==> src/rtl/ring_hold_ctrl.sv <==
module ring_hold_ctrl (
  input  logic clk,
  input  logic idle_rst,
  input  logic drum_online,
  input  logic read_mode,
  input  logic info_search,
  input  logic digit_d1,
  input  logic bit_b1,
  input  logic gap_t2,
  input  logic gap_t3,
  input  logic sync_bit,
  input  logic area,
  input  logic check_prep,
  output logic step_en,
  output logic frozen
);

  logic active, pre_hit, gap_hit, hold_set, start;
  logic blk_q, run_q;

  assign active   = drum_online & read_mode;
  assign pre_hit  = info_search & digit_d1 & bit_b1;
  assign gap_hit  = gap_t2 & ~gap_t3;
  assign hold_set = active & (pre_hit | gap_hit);
  assign start    = area | check_prep;

  always_ff @(posedge clk) begin
    if (idle_rst)      blk_q <= 1'b0;
    else if (hold_set) blk_q <= 1'b1;
    else if (!active)  blk_q <= 1'b0;
    else if (sync_bit) blk_q <= 1'b0;
  end

  always_ff @(posedge clk) begin
    if (idle_rst)               run_q <= 1'b0;
    else if (hold_set || blk_q) run_q <= 1'b0;
    else if (start)             run_q <= 1'b1;
  end

  assign step_en = run_q;
  assign frozen  = blk_q;

  p_reset_clear_r1: assert property (@(posedge clk)
    idle_rst |=> (!step_en && !frozen));

  p_preamble_freeze_r2: assert property (@(posedge clk) disable iff (idle_rst)
    (drum_online && read_mode && info_search && digit_d1 && bit_b1) |=> (frozen && !step_en));

  p_gap_freeze_r3: assert property (@(posedge clk) disable iff (idle_rst)
    (drum_online && read_mode && gap_t2 && !gap_t3) |=> (frozen && !step_en));

  p_frozen_stops_r4: assert property (@(posedge clk) disable iff (idle_rst)
    frozen |=> !step_en);

  p_sync_release_r5: assert property (@(posedge clk) disable iff (idle_rst)
    (frozen && sync_bit && !(info_search && digit_d1 && bit_b1) && !(gap_t2 && !gap_t3))
      |=> (!frozen && !step_en));

  p_run_holds_r6: assert property (@(posedge clk) disable iff (idle_rst)
    (step_en && !(drum_online && read_mode && ((info_search && digit_d1 && bit_b1) || (gap_t2 && !gap_t3))))
      |=> step_en);

  p_inactive_clear_r7: assert property (@(posedge clk) disable iff (idle_rst)
    !(drum_online && read_mode) |=> !frozen);

  p_freeze_over_sync_r8: assert property (@(posedge clk) disable iff (idle_rst)
    (drum_online && read_mode && gap_t2 && !gap_t3 && sync_bit) |=> frozen);

endmodule

==> config.mk <==
export PLATFORM = sky130hd
export DESIGN_NAME = ring_hold_ctrl
export DESIGN_NICKNAME = d
export VERILOG_FILES = /design/src/rtl/ring_hold_ctrl.sv
export SDC_FILE = /design/constraint.sdc
export NUM_CORES = 1
export LEC_CHECK = 0
export BUFFER_PORTS_ARGS = -buffer_cell sky130_fd_sc_hd__buf_4
export CAP_MARGIN = 20
export CORE_AREA = 2 2 39 41
export CTS_CLUSTER_DIAMETER = 200
export DETAILED_ROUTE_END_ITERATION = 7
export DIE_AREA = 0 0 41 43
export PLACE_DENSITY = 0.3
export RECOVER_POWER = 25
export REMOVE_ABC_BUFFERS = 1
export SKIP_LAST_GASP = 1
export SLEW_MARGIN = 20
export SYNTH_ARGS = -nofsm -noshare
export SYNTH_HDL_FRONTEND = slang
export SYNTH_SLANG_ARGS = --single-unit
==> constraint.sdc <==
create_clock -name clk -period 1.12 [get_ports clk]
set_input_delay 0.224 -clock clk [delete_from_list [all_inputs] [get_ports clk]]
set_output_delay 0.224 -clock clk [all_outputs]
set_load 0.005 [all_outputs]
# Yosys cells after proc, flatten, opt, wreduce, memory -nomap -nowiden
# Index checks and enable logic that the tools add are counted.
[totals]
regBits = 2
word_cells = 16
out_inout_bits = 2
[op_classes]
n_mux = 3
n_bitwise = 8
n_eq_ne = 1
reduce_logical = 2
[op_table]
columns = ["cell", "n"]
rows = [
  ["$and 1x1->1", 5],
  ["$mux 1", 3],
  ["$ne 3x2->1 const B", 1],
  ["$or 1x1->1", 2],
  ["$reduce_or 2->1", 1],
  ["$logic_or 1x1->1", 1],
  ["$not 1->1", 1],
]

# Longest topological paths before layout
# Gate-level depths: netlist of the first run.
[logic_depth]
word_depth = 6
mapped_depth = 3
ltp_nobuf = 3

# Worst setup path after synthesis of the first run
# No wires, ideal clock.
[synth_path]
path_type = "register to register"
from = "register, netlist name step_en"
to = "register run_q, in the netlist step_en"
arrival_time_ns = 0.779
required_time_ns = 1.046
setup_time_ns = 0.074
n_path_buf = 0
slack_ns = 0.267
path_stages_with_launch = 4
path_cell_list = "dfxtp_1 nor3_1 or3_1 a31oi_1"
[synth_lines]
columns = ["element", "line_no", "rtl"]
rows = [
  ["to (signal assigned)", "35", "if (idle_rst) run_q <= 1'b0;"],
  ["to (signal assigned)", "36", "else if (hold_set || blk_q) run_q <= 1'b0;"],
  ["to (signal assigned)", "37", "else if (start) run_q <= 1'b1;"],
  ["to (decl)", "19", "logic blk_q, run_q;"],
]

# Final worst setup path of the first run
[layout_path]
from = "register blk_q, in the netlist frozen"
to = "output port frozen"
[layout_lines]
columns = ["element", "line_no", "rtl"]
rows = [
  ["from (decl)", "19", ""],
  ["from (signal assigned)", "28", "if (idle_rst) blk_q <= 1'b0;"],
  ["from (signal assigned)", "29", "else if (hold_set) blk_q <= 1'b1;"],
  ["from (signal assigned)", "30", "else if (!active) blk_q <= 1'b0;"],
  ["to (decl)", "15", "output logic frozen"],
]
# No word-level cell between the ends.

==> impl_metrics.py, run 1 <==
metrics = {
    "synthesis": {
        "synth_mux_area_share_pct": 0,
        "synth-seq-area-share_pct": 43.2,
        "synth_top_cell_by_area": "dfxtp_1",
        "synth.avg_cell_area_um2": 7.72,
        "ys_warn_count": 0,
        "ys_ff_latch": 2,
        "syn_inst": 12,
        "synth-edff-count": 0,
        "synthFlopType": "dfxtp_1",
        "synth_fa_ha_area_share_pct": 0,
        "syn_area_um2": 92.6,
        "synth_compound_area_share_pct": 20.3,
        "synthArstFlopShare_pct": 0,
        "synth_xor_xnor_area_share_pct": 0,
        "yosys.area_share.simple_pct": 32.4,
        "ys_top_cells_by_area": "dfxtp_1 (43%), o21a_1 (8.1%), a31oi_1 (6.8%)",
        "synth_top_family_by_area": "simple AND/OR/NAND/NOR gates",
        "netlist.area_leader.share_pct": 43.2,
        "yosysUniqueCellTypes": 11,
        "yosysMostFrequentCell": "dfxtp_1",
    },
    "worst_hold_path": {
        "worstHoldStart": "read_mode",
        "hold_path.class": "in2reg",
    },
    "placement": {
        "pre_cts_slack_ns": 0.213,
        "place.gp.congestion": 0.646,
        "portBuffers": 13,
        "place_area_um2": 210,
    },
    "sta": {
        "setup_violations": 0,
        "min_period_ns": 0.915,
        "tightest_slew_ns": 0.221,
        "skew_ns": 0.000737,
        "relSlewSlack_pct": 85.1,
        "hold_viol": 0,
        "fin_tns_setup_ns": 0,
        "worst_slack_ns": 0.205,
        "finalCritPeriodShare_pct": 81.7,
        "rsz0062_at_grt": "false",
        "report.final.slew_viol_count": 0,
        "fmaxAchievable_ghz": 1.09,
    },
    "detailed_routing": {
        "wire_per_inst_um": 9.84,
        "via_count": 156,
        "final_antenna_net_count": 0,
        "drtPass1Iterations": 4,
        "viasPerCell": 3.55,
        "routed_wl_um": 433,
        "detail_route.iter0.violations": 3,
        "remaining_drc_errors": 0,
    },
    "grt": {
        "grt_overflow": 0,
        "met3_usage_pct": 6.28,
        "antenna_found_initial": 0,
        "grt_max_degree": 4,
        "grt_pass1_wl_um": 621,
        "met1_usage_pct": 7.01,
        "use_met2_pct": 5.31,
        "grt_use_total_pct": 6.31,
        "grt_pass1_vias": 158,
        "grt_busiest_layer": "met4",
    },
    "cts": {
        "cts_tree": "built",
        "max-clock-path-buffers": 2,
        "cts_hold_buf": 0,
        "clockRootBuffer": "clkbuf_4",
        "postCtsSetupBuffers": 0,
        "clock_latency_ns": 0.22,
        "clkTransAtPathRegs_ns": 0.03,
        "cts-htree-levels": 1,
        "cts_sinks": 2,
        "cts_buffers": 3,
        "cts-resized-gates": 0,
    },
    "setup_path": {
        "slowest_delay_ns": 0.34,
        "cp-end-kind": "output port",
        "crit_family": "flip-flops",
        "worstPathMaxFanout": 3,
        "crit_type": "reg2out",
        "crit_chain": "buf_4",
        "crit_buf_inv": 1,
        "startpoint_type": "register",
        "slowest_stage": "dfxtp_1",
        "required_ns": 0.90,
        "r2r_start": "step_en",
        "crit_arrival_ns": 0.69,
        "critical_path.startpoint": "frozen",
    },
    "cells_and_area": {
        "finish.net_count": 42,
        "drive_gt1_share_pct": 57.1,
        "area_growth_pct": 151,
        "seq_area_um2": 40.0,
        "n_fill_cell": 161,
        "multi_input_area_um2": 48.8,
        "diodes": 0,
        "final_area_um2": 233,
        "fin_util_pct": 16.8,
    },
    "die": {
        "std_cell_rows": 14,
        "ioPinCount": 14,
        "die_area_um2": 1760,
        "die_h_um": 43,
        "core-area_um2": 1380,
        "initial_utilization_pct": 6.69,
        "die_x_um": 41,
    },
    "run": {
        "max_cap_violations": 0,
    },
    "power_and_ir_drop": {
        "peakVddDrop_v": 0.000311,
        "power.leakage_nw": 0.116,
        "power_density_nw_per_um2": 1220,
    },
    "outcome": {
        "status": "completed",
    },
}
==> sequential cells by signal (all words and copies together) (netlist names) <==
register	count
step_en	1
frozen	1
==> power by group <==
part | leakage, nW | switching (W) | total [W] | internal, W
logic | 0.0857 | 0.0000138 | 0.0000480 | 0.0000342
registers | 0.0165 | 0.00000243 | 0.0000784 | 0.0000760
clock network | 0.0138 | 0.0000399 | 0.000158 | 0.000118
==> cells in the final DEF, fill, tap and decap left out <==
master and instances:
buf_4 13, clkbuf_4 3, dfxtp_1 2, inv_1 1, nand3_1 1, o21ai_0 1
nor3_1 1, or3_1 1, a31oi_1 1, nor2b_1 1, nand2_1 1, nor2_1 1
o21a_1 1
==> area by class of cell <==
cell class	count	share of cell area (%)
clock buffer	3	9.68
inverter	1	1.61
multi-input combinational	9	21.0
sequential	2	17.2
tap	16	8.60
timing repair buffer	13	41.9
==> stage by stage <==
stage / cells / hold WS [ns] / power (W)
2_1_floorplan: 12 / 0.322 / 0.0000887
4_1_cts: 44 / 0.187 / 0.000294
3_5_place_dp: 41 / 0.425 / 0.000128
3_3_place_gp: 41 / 0.417 / 0.000127
6_report: 44 / 0.195 / 0.000284
5_1_grt: 44 / 0.185 / 0.000312
==> per-layer routing <==
layer	routed length (µm)	vias to the layer above
met3	113	2
met2	130	18
met1	181	62
met4	8	0
li1	-	74
met5	0	-
==> kinds of logic after synthesis <==
| group | count (synthesis) |
|---|---|
| flops | 2 |
| compound gates | 3 |
| simple gates | 6 |
| buf+inv | 1 |
==> path summary, 6_finish.rpt <==
path,end,slack [ns],depth (start not counted)
max reg2reg,step_en,0.22,3
min reg2reg,step_en,0.55,2
max,frozen,0.20,1
min,step_en,0.20,2
Power figures use the tool's default switching activity.
==> run 2, diff against run 1 <==
clock period = 0.9 ns   (was 1.12 ns; I/O delays follow)
==> run 2 against run 1 <==
Utilization grew 0.54 points; global-route usage shrank 0.20 points; setup slack got worse by 0.18 ns; sequential power up 26%; routed wire length shrank 8.3%; count of clock-buffer cells in the layout stayed put; design area up 3.2%; clock power grew 24%; total power rose by 25%; die area is the same; critical path type is now reg2reg; critical endpoint is now step_en; largest cell class unchanged.
==> impl_metrics.py, run 2 (synthesis results as in run 1) <==
metrics = {
    "outcome": {
        "status": "completed",
    },
    "cells_and_area": {
        "final_cell_mix": "buf_4 (13), clkbuf_4 (3), dfxtp_2 (2)",
        "drive_gt1_share_pct": 67.9,
        "final_area_um2": 240,
        "area_growth_pct": 159,
        "finish.net_count": 42,
        "final_common_cell": "buf_4",
        "diodes": 0,
    },
    "grt": {
        "antenna_found_initial": 0,
        "grt_max_degree": 4,
        "grt_pass1_vias": 156,
        "grt_overflow": 0,
        "grt_use_total_pct": 6.11,
        "grt_pass1_wl_um": 634,
    },
    "detailed_routing": {
        "wire_per_inst_um": 9.02,
        "routed_wl_um": 397,
        "via_count": 144,
        "drtPass1Iterations": 1,
        "detail_route.iter0.violations": 0,
        "final_antenna_net_count": 0,
        "remaining_drc_errors": 0,
        "viasPerCell": 3.27,
    },
    "cts": {
        "postCtsSetupBuffers": 0,
        "cts_sinks": 2,
        "max-clock-path-buffers": 2,
        "cts_buffers": 3,
        "cts-htree-levels": 1,
        "cts_tree": "built",
        "clockRootBuffer": "clkbuf_4",
        "clkTransAtPathRegs_ns": 0.03,
        "clock_latency_ns": 0.22,
        "cts_hold_buf": 0,
    },
    "placement": {
        "place.gp.congestion": 0.608,
        "pre_cts_slack_ns": 0.0131,
        "portBuffers": 13,
        "place_area_um2": 210,
    },
    "setup_path": {
        "critical_path.startpoint": "step_en",
        "cp-end-kind": "register",
        "crit_arrival_ns": 1.02,
        "startpoint_type": "register",
        "required_ns": 1.05,
        "worstPathMaxFanout": 2,
        "rr_worst_depth": 3,
        "r2r_start": "step_en",
        "crit_type": "reg2reg",
    },
    "die": {
        "die_area_um2": 1760,
        "std_cell_rows": 14,
        "die_h_um": 43,
        "ioPinCount": 14,
        "initial_utilization_pct": 6.69,
        "core-area_um2": 1380,
        "die_x_um": 41,
    },
    "sta": {
        "hold_viol": 0,
        "tightest_slew_ns": 0.214,
        "relSlewSlack_pct": 85.6,
        "worst_slack_ns": 0.0263,
        "finalCritPeriodShare_pct": 97.1,
        "fin_tns_setup_ns": 0,
        "fmaxAchievable_ghz": 1.14,
        "skew_ns": 0.00324,
        "setup_violations": 0,
        "min_period_ns": 0.874,
        "rsz0062_at_grt": "true",
        "report.final.slew_viol_count": 0,
    },
    "run": {
        "max_cap_violations": 0,
    },
    "worst_hold_path": {
        "hold_path.class": "in2reg",
        "whs_path_depth": 2,
        "worstHoldStart": "read_mode",
    },
    "power_and_ir_drop": {
        "peakVddDrop_v": 0.000830,
        "power_density_nw_per_um2": 1480,
        "power.leakage_nw": 0.117,
    },
}
==> run 2: cell counts in the layout (fill, tap and decap cells not counted) <==
No cell type changed its count.
==> run 2: path summary, 6_finish.rpt <==
kind | to | slack (ns)
hold / removal | step_en | 0.14
hold reg to reg | step_en | 0.50
setup reg to reg | step_en | 0.03
setup / recovery | step_en | 0.03
==> run 2: power breakdown <==
group | total, W | switching, W | internal (W) | leakage (nW)
combinational | 0.0000612 | 0.0000178 | 0.0000433 | 0.0865
clock | 0.000196 | 0.0000493 | 0.000147 | 0.0138
sequential | 0.0000991 | 0.00000352 | 0.0000956 | 0.0171
==> run 2: critical path: stages (launching register included) <==
cell     delay [ns]
dfxtp_2        0.32
nor3_2         0.04
or3_1          0.30
a31oi_1        0.13
==> run 2: repair_timing <==
action / CTS / global route
pin swaps: 0 / 2
endpoints found under the setup margin: 1 / 2
gates resized for setup: 1 / 2
==> run 2: layout make-up <==
| type | count | area [µm²] |
|---|---|---|
| Clock buffer | 3 | 22.5 |
| Fill cell | 152 | 1140 |
| Inverter | 1 | 3.75 |
| Multi-Input combinational cell | 9 | 53.8 |
| Sequential cell | 2 | 42.5 |
| Tap cell | 16 | 20.0 |
| Timing Repair Buffer | 13 | 97.6 |
==> run 2: per-layer routing <==
layer | vias up | track usage [%] | wire [µm]
met5 | - | 0 | 0
met4 | 0 | 4.00 | 0
met3 | 0 | 6.28 | 92
met2 | 16 | 5.00 | 93
met1 | 54 | 8.60 | 210
li1 | 74 | - | -
==> run 2: metrics by stage <==
| stage | std cells | hold WS (ns) | total power [W] | util (%) |
|---|---|---|---|---|
| floorplan | 12 | 0.278 | 0.000110 | - |
| global placement | 41 | 0.375 | 0.000158 | 15.2 |
| detailed placement | 41 | 0.378 | 0.000159 | 15.2 |
| CTS | 44 | 0.134 | 0.000366 | 16.9 |
| global route | 44 | 0.146 | 0.000393 | 17.4 |
| finish | 44 | 0.138 | 0.000356 | 17.4 |
